$ cat src/rtl/raster_timing_gen.sv
module raster_timing_gen #(
  parameter int CW = 12,
  parameter int AW = 4
) (
  input  logic          clk,
  input  logic          rst_n,
  input  logic          wr_en,
  input  logic [AW-1:0] wr_addr,
  input  logic [CW-1:0] wr_data,
  output logic [CW-1:0] h_count,
  output logic [CW-1:0] v_count,
  output logic          disp_en,
  output logic          hsync,
  output logic          vsync,
  output logic          csync,
  output logic          line_fetch
);
  localparam int NT = 9;
  localparam int TBASE = 3;

  logic [1:0]    ctrl_q;
  logic          doff_q;
  logic [6:0]    sync_q;
  logic [CW-1:0] stage_q [NT];
  logic [CW-1:0] act_q   [NT];

  wire run = ctrl_q[0];
  wire [CW-1:0] htot = act_q[0], hact = act_q[1], hss = act_q[2], hse = act_q[3];
  wire [CW-1:0] vtot = act_q[4], vact = act_q[5], vss = act_q[6], vse = act_q[7];
  wire [CW-1:0] fpos = act_q[8];

  wire h_last = h_count >= htot;
  wire v_last = v_count >= vtot;
  wire frame_load = !run || (h_last && v_last);

  always_ff @(posedge clk or negedge rst_n) begin
    if (!rst_n) begin
      ctrl_q <= '0;
      doff_q <= 1'b0;
      sync_q <= '0;
    end else if (wr_en) begin
      if (wr_addr == AW'(0)) ctrl_q <= wr_data[1:0];
      if (wr_addr == AW'(1)) doff_q <= wr_data[1];
      if (wr_addr == AW'(2)) sync_q <= wr_data[6:0];
    end
  end

  for (genvar i = 0; i < NT; i++) begin : g_treg
    always_ff @(posedge clk or negedge rst_n) begin
      if (!rst_n) begin
        stage_q[i] <= '0;
        act_q[i]   <= '0;
      end else begin
        if (wr_en && wr_addr == AW'(TBASE + i)) stage_q[i] <= wr_data;
        if (frame_load) act_q[i] <= stage_q[i];
      end
    end
  end

  always_ff @(posedge clk or negedge rst_n) begin
    if (!rst_n) begin
      h_count <= '0;
      v_count <= '0;
    end else if (run) begin
      if (h_last) begin
        h_count <= '0;
        v_count <= v_last ? '0 : v_count + 1'b1;
      end else begin
        h_count <= h_count + 1'b1;
      end
    end
  end

  wire hs_raw = run && h_count > hss && h_count <= hse;
  wire vs_raw = run && v_count > vss && v_count <= vse;

  assign disp_en    = run && ctrl_q[1] && !doff_q && h_count <= hact && v_count <= vact;
  assign line_fetch = run && h_count == fpos;
  assign hsync      = (sync_q[1] || sync_q[5]) ? sync_q[3] : (hs_raw ^ sync_q[3]);
  assign vsync      = (sync_q[1] || sync_q[6]) ? sync_q[4] : (vs_raw ^ sync_q[4]);
  assign csync      = sync_q[0] && !sync_q[1] && (hs_raw || vs_raw);
endmodule

$ cat config.mk
export PLATFORM = sky130hd
export DESIGN_NAME = raster_timing_gen
export DESIGN_NICKNAME = d
export VERILOG_FILES = /design/src/rtl/raster_timing_gen.sv
export SDC_FILE = /design/constraint.sdc
export NUM_CORES = 1
export LEC_CHECK = 0
export ABC_AREA = 1
export BUFFER_PORTS_ARGS = -buffer_cell sky130_fd_sc_hd__buf_2
export CAP_MARGIN = 20
export CORE_UTILIZATION = 32
export CTS_BUF_LIST = sky130_fd_sc_hd__clkbuf_4
export DETAILED_ROUTE_END_ITERATION = 8
export GPL_TIMING_DRIVEN = 0
export MAX_ROUTING_LAYER = met4
export SYNTH_ARGS = -nofsm -noshare
export SYNTH_HDL_FRONTEND = slang
export SYNTH_SLANG_ARGS = --single-unit
$ cat constraint.sdc
create_clock -name clk -period 2.58 [get_ports clk]
set_clock_uncertainty 0.2 [all_clocks]
set_input_delay 0.258 -clock clk [delete_from_list [all_inputs] [get_ports clk]]
set_output_delay 0.258 -clock clk [all_outputs]
set_load 0.03 [all_outputs]
==> results_dict.tcl <==
set metrics [dict create \
    grt_pass1_wl_mm 60.4 \
    wl_per_cell_um 17.9 \
    dpl-instance-area_sq_mm 0.0138 \
    rsz0062_at_grt "true" \
    drtIter0Drc 755 \
    place_congestion 0.818 \
    relSlewSlack_pct 37.2 \
    start_kind "flip-flop" \
    drcViolationCount 0 \
    clkTransAtPathRegs_ps 60 \
    worst_slack_ps -401 \
    dr.pass1.iters 5 \
    cts_made_buffers 68 \
    root_buffer "clkbuf_4" \
    cpLargestDelayFamily "flip-flops" \
    clock_latency_ps 710 \
    cts.sinks 249 \
    arrival_ps 2520 \
    drt-total-wl_mm 41.9 \
    syn-num-nets 1670 \
    crit_chain "ha_4, nand2_4, nor2_4, nand2_2, a21oi_2, nor2_2, nor2_4, nand2_2, a21oi_2, buf_6" \
    die_h_um 202 \
    hold_violations 0 \
    ys_types 36 \
    ant_nets 0 \
    cpPeakStageDelay_ps 580 \
    outcome "complete, but fails checks" \
    hold_ws_ps 27.3 \
    portBuffers 47 \
    dieWidth_um 202 \
    critPathKind "flip-flop to output port" \
    synth_flop_cell "dfrtp_1" \
    final_util_pct 43.8 \
    finalSetupViolCount 74 \
    ys_async_sr_fraction_pct 100 \
    vias 11601 \
    grt.overflow.total 0 \
    grt_pass1_vias 10736 \
    ys_ff_latch 249 \
    cts_max_level 3 \
    path_buf_inv 1 \
    netlist_instances 1553 \
    via_per_inst 4.97 \
    design_area_sq_mm 0.0174 \
    grt_busiest_layer "met2" \
    max_freq_ghz 0.335 \
    antenna_found_initial 1 \
    irDropWorstVdd_v 0.000300 \
    cp_data_required_time_ps 2120 \
    hold_path_class "primary input to flip-flop" \
    crit_slowest_cell "dfrtp_4" \
    synth_area_sq_mm 0.0128 \
    fill_cells 3849 \
    synth_area_per_cell_sq_um 8.27 \
    dpl.hpwl_mm 25.1 \
    p_leak_nw 8.57 \
    areaGrowthSynthToFinish_pct 35.4 \
    die-area_sq_mm 0.0409 \
    start_util_pct 32.4 \
    grt_use_met2_pct 31.3 \
    core_sq_mm 0.0396 \
    cts_tree "yes" \
    preCtsSetupSlack_ps -326 \
    met3_usage_pct 2.90 \
    end_kind "output port" \
    worstMarginPinSlew_ps 942 \
    cts_buffer_depth 3 \
    yosys_warnings 0 \
    violations "negative setup slack" \
    drive_gt1_share_pct 28.0 \
    period_share_pct 116 \
    yosysSeqAreaShare_pct 48.5 \
    drv_slew 0 \
    critPathMaxFanout 5 \
    nets 1889 \
    num_io_pins 48 \
    rows 73 \
    p_per_area_mw_per_mm2 971 \
    grt_start_max_net_pins 100 \
    synth_edf_count 0 \
    met1_usage_pct 25.8 \
    max_cap_violations 0 \
    period_minus_slack_ps 2980 \
    grt_use_total_pct 19.8 \
]
registers in the layout, summed over array words and instances, names as in the netlist, 6 cells and up:
name / flops
stage_q: 108
fpos: 12
h_count: 12
hact: 12
hse: 12
hss: 12
htot: 12
v_count: 12
vact: 12
vse: 12
vss: 12
vtot: 12
sync_q: 6
path summary, 6_finish.rpt:
path	startpoint	to	slack, ps	cells past startpoint
worst max register to register	h_count[8]$_DFFE_PN0P_	hact[7]$_DFFE_PN0P_	-50	14
worst min-delay path	wr_data[7]	stage_q[43]$_DFFE_PN0P_	30	3
max in group asynchronous	rst_n	h_count[11]$_DFFE_PN0P_	720	5
worst min register to register	stage_q[15]$_DFFE_PN0P_	stage_q[15]$_DFFE_PN0P_	290	2
worst max-delay path	h_count[7]$_DFFE_PN0P_	csync	-400	10
min in group asynchronous	rst_n	stage_q[45]$_DFFE_PN0P_	460	4
worst register-to-register path, delay by kind of cell (launching register included):
family,cells,cell delay [ps]
simple gates,9,870
buf+inv,4,630
fa+ha+maj,1,260
flops,1,540
through the flow:
stage	setup TNS [ps]	total power, mW	std cells
after floorplan	0	9.44	1553
after global placement	-878220	10.9	2125
after detailed placement	-28960	11.0	2127
after CTS	-22800	14.6	2282
after global routing	-10390	18.1	2336
final	-3120	16.9	2336
synthesized netlist by cell type, types with 2 or more instances:
master / count / share of area (%)
a211oi_1: 2 / 0.12
a21o_1: 4 / 0.23
a21oi_1: 61 / 2.4
and2_1: 3 / 0.15
buf_1: 11 / 0.32
buf_2: 31 / 1.2
buf_4: 3 / 0.18
buf_6: 7 / 0.61
clkbuf_1: 20 / 0.58
dfrtp_1: 249 / 49
ha_1: 98 / 9.5
inv_1: 164 / 4.8
nand2_1: 390 / 11
nand2_2: 2 / 0.097
nand3_1: 240 / 9.4
nand3_2: 2 / 0.16
nand3b_1: 2 / 0.12
nand4_1: 15 / 0.73
nor2_1: 98 / 2.9
nor2_2: 3 / 0.15
nor3_1: 11 / 0.43
o21ai_0: 109 / 4.2
o21ai_1: 2 / 0.078
o21bai_1: 2 / 0.12
xnor2_1: 4 / 0.27
xor2_1: 10 / 0.68
cells by family (layout without fill, tap and decap cells):
family / Yosys count / count (layout) / synth area share (%)
simple gates: 770 / 771 / 25.8
flops: 249 / 249 / 48.5
buf+inv: 238 / 494 / 7.78
compound gates: 184 / 184 / 7.44
fa+ha+maj: 98 / 98 / 9.55
xor+xnor: 14 / 14 / 0.955
other cells: 0 / 1 / 0
cells in the final DEF (no fill, tap or decap), types with 7 or more instances in the layout:
cell type      count
buf_4             39
inv_2              7
nand2_2           23
buf_6             30
buf_8             24
nor3_1            10
buf_2             45
clkbuf_4         101
nor2_2             9
nand2_1          363
nand4_1           15
dfrtp_2           19
clkbuf_16         14
nand3_2          116
ha_4              26
dfrtp_1          226
nor2_4             8
ha_1              72
a21oi_1           55
o21ai_0          106
clkbuf_1          20
clkinv_1           8
xor2_1            10
inv_1            159
buf_12            13
nand3_1          122
buf_1             11
dlygate4sd3_1     18
nor2_1            85
what timing repair did:
item | in CTS | in global routing
hold buffers | 19 | 0
resized for setup | 56 | 334
setup buffers | 28 | 38
hold endpoints to repair | 194 | 0
cloned | 0 | 17
endpoints found under the setup margin | 130 | 131
pin swaps | 16 | 130
final cells by class:
| type | instances | area (sq um) | share of cell area [%] |
|---|---|---|---|
| multi-input combinational | 1067 | 6820 | 39.2 |
| buffer | 70 | 609 | 3.51 |
| timing repair buffer | 150 | 1620 | 9.32 |
| inverter | 166 | 628 | 3.61 |
| antenna | 1 | 2.50 | 0.0144 |
| sequential | 249 | 6270 | 36.1 |
| clock buffer | 98 | 736 | 4.23 |
| clock inverter | 10 | 38.8 | 0.223 |
| tap | 525 | 657 | 3.78 |
power by group:
part           switching (mW)  internal (mW)
clock network            1.61           1.72
logic                    4.20           3.27
registers               0.991           5.09
routing by layer:
layer  wire [um]  vias up  part of all wire [%]
met5           0        -                     0
met3        2100       79                   5.0
met2       20200      323                    48
met4        1050        0                   2.5
met1       18600     5648                    44
li1            -     5551                     -
Note: power is estimated with default switching activity, not from simulation.
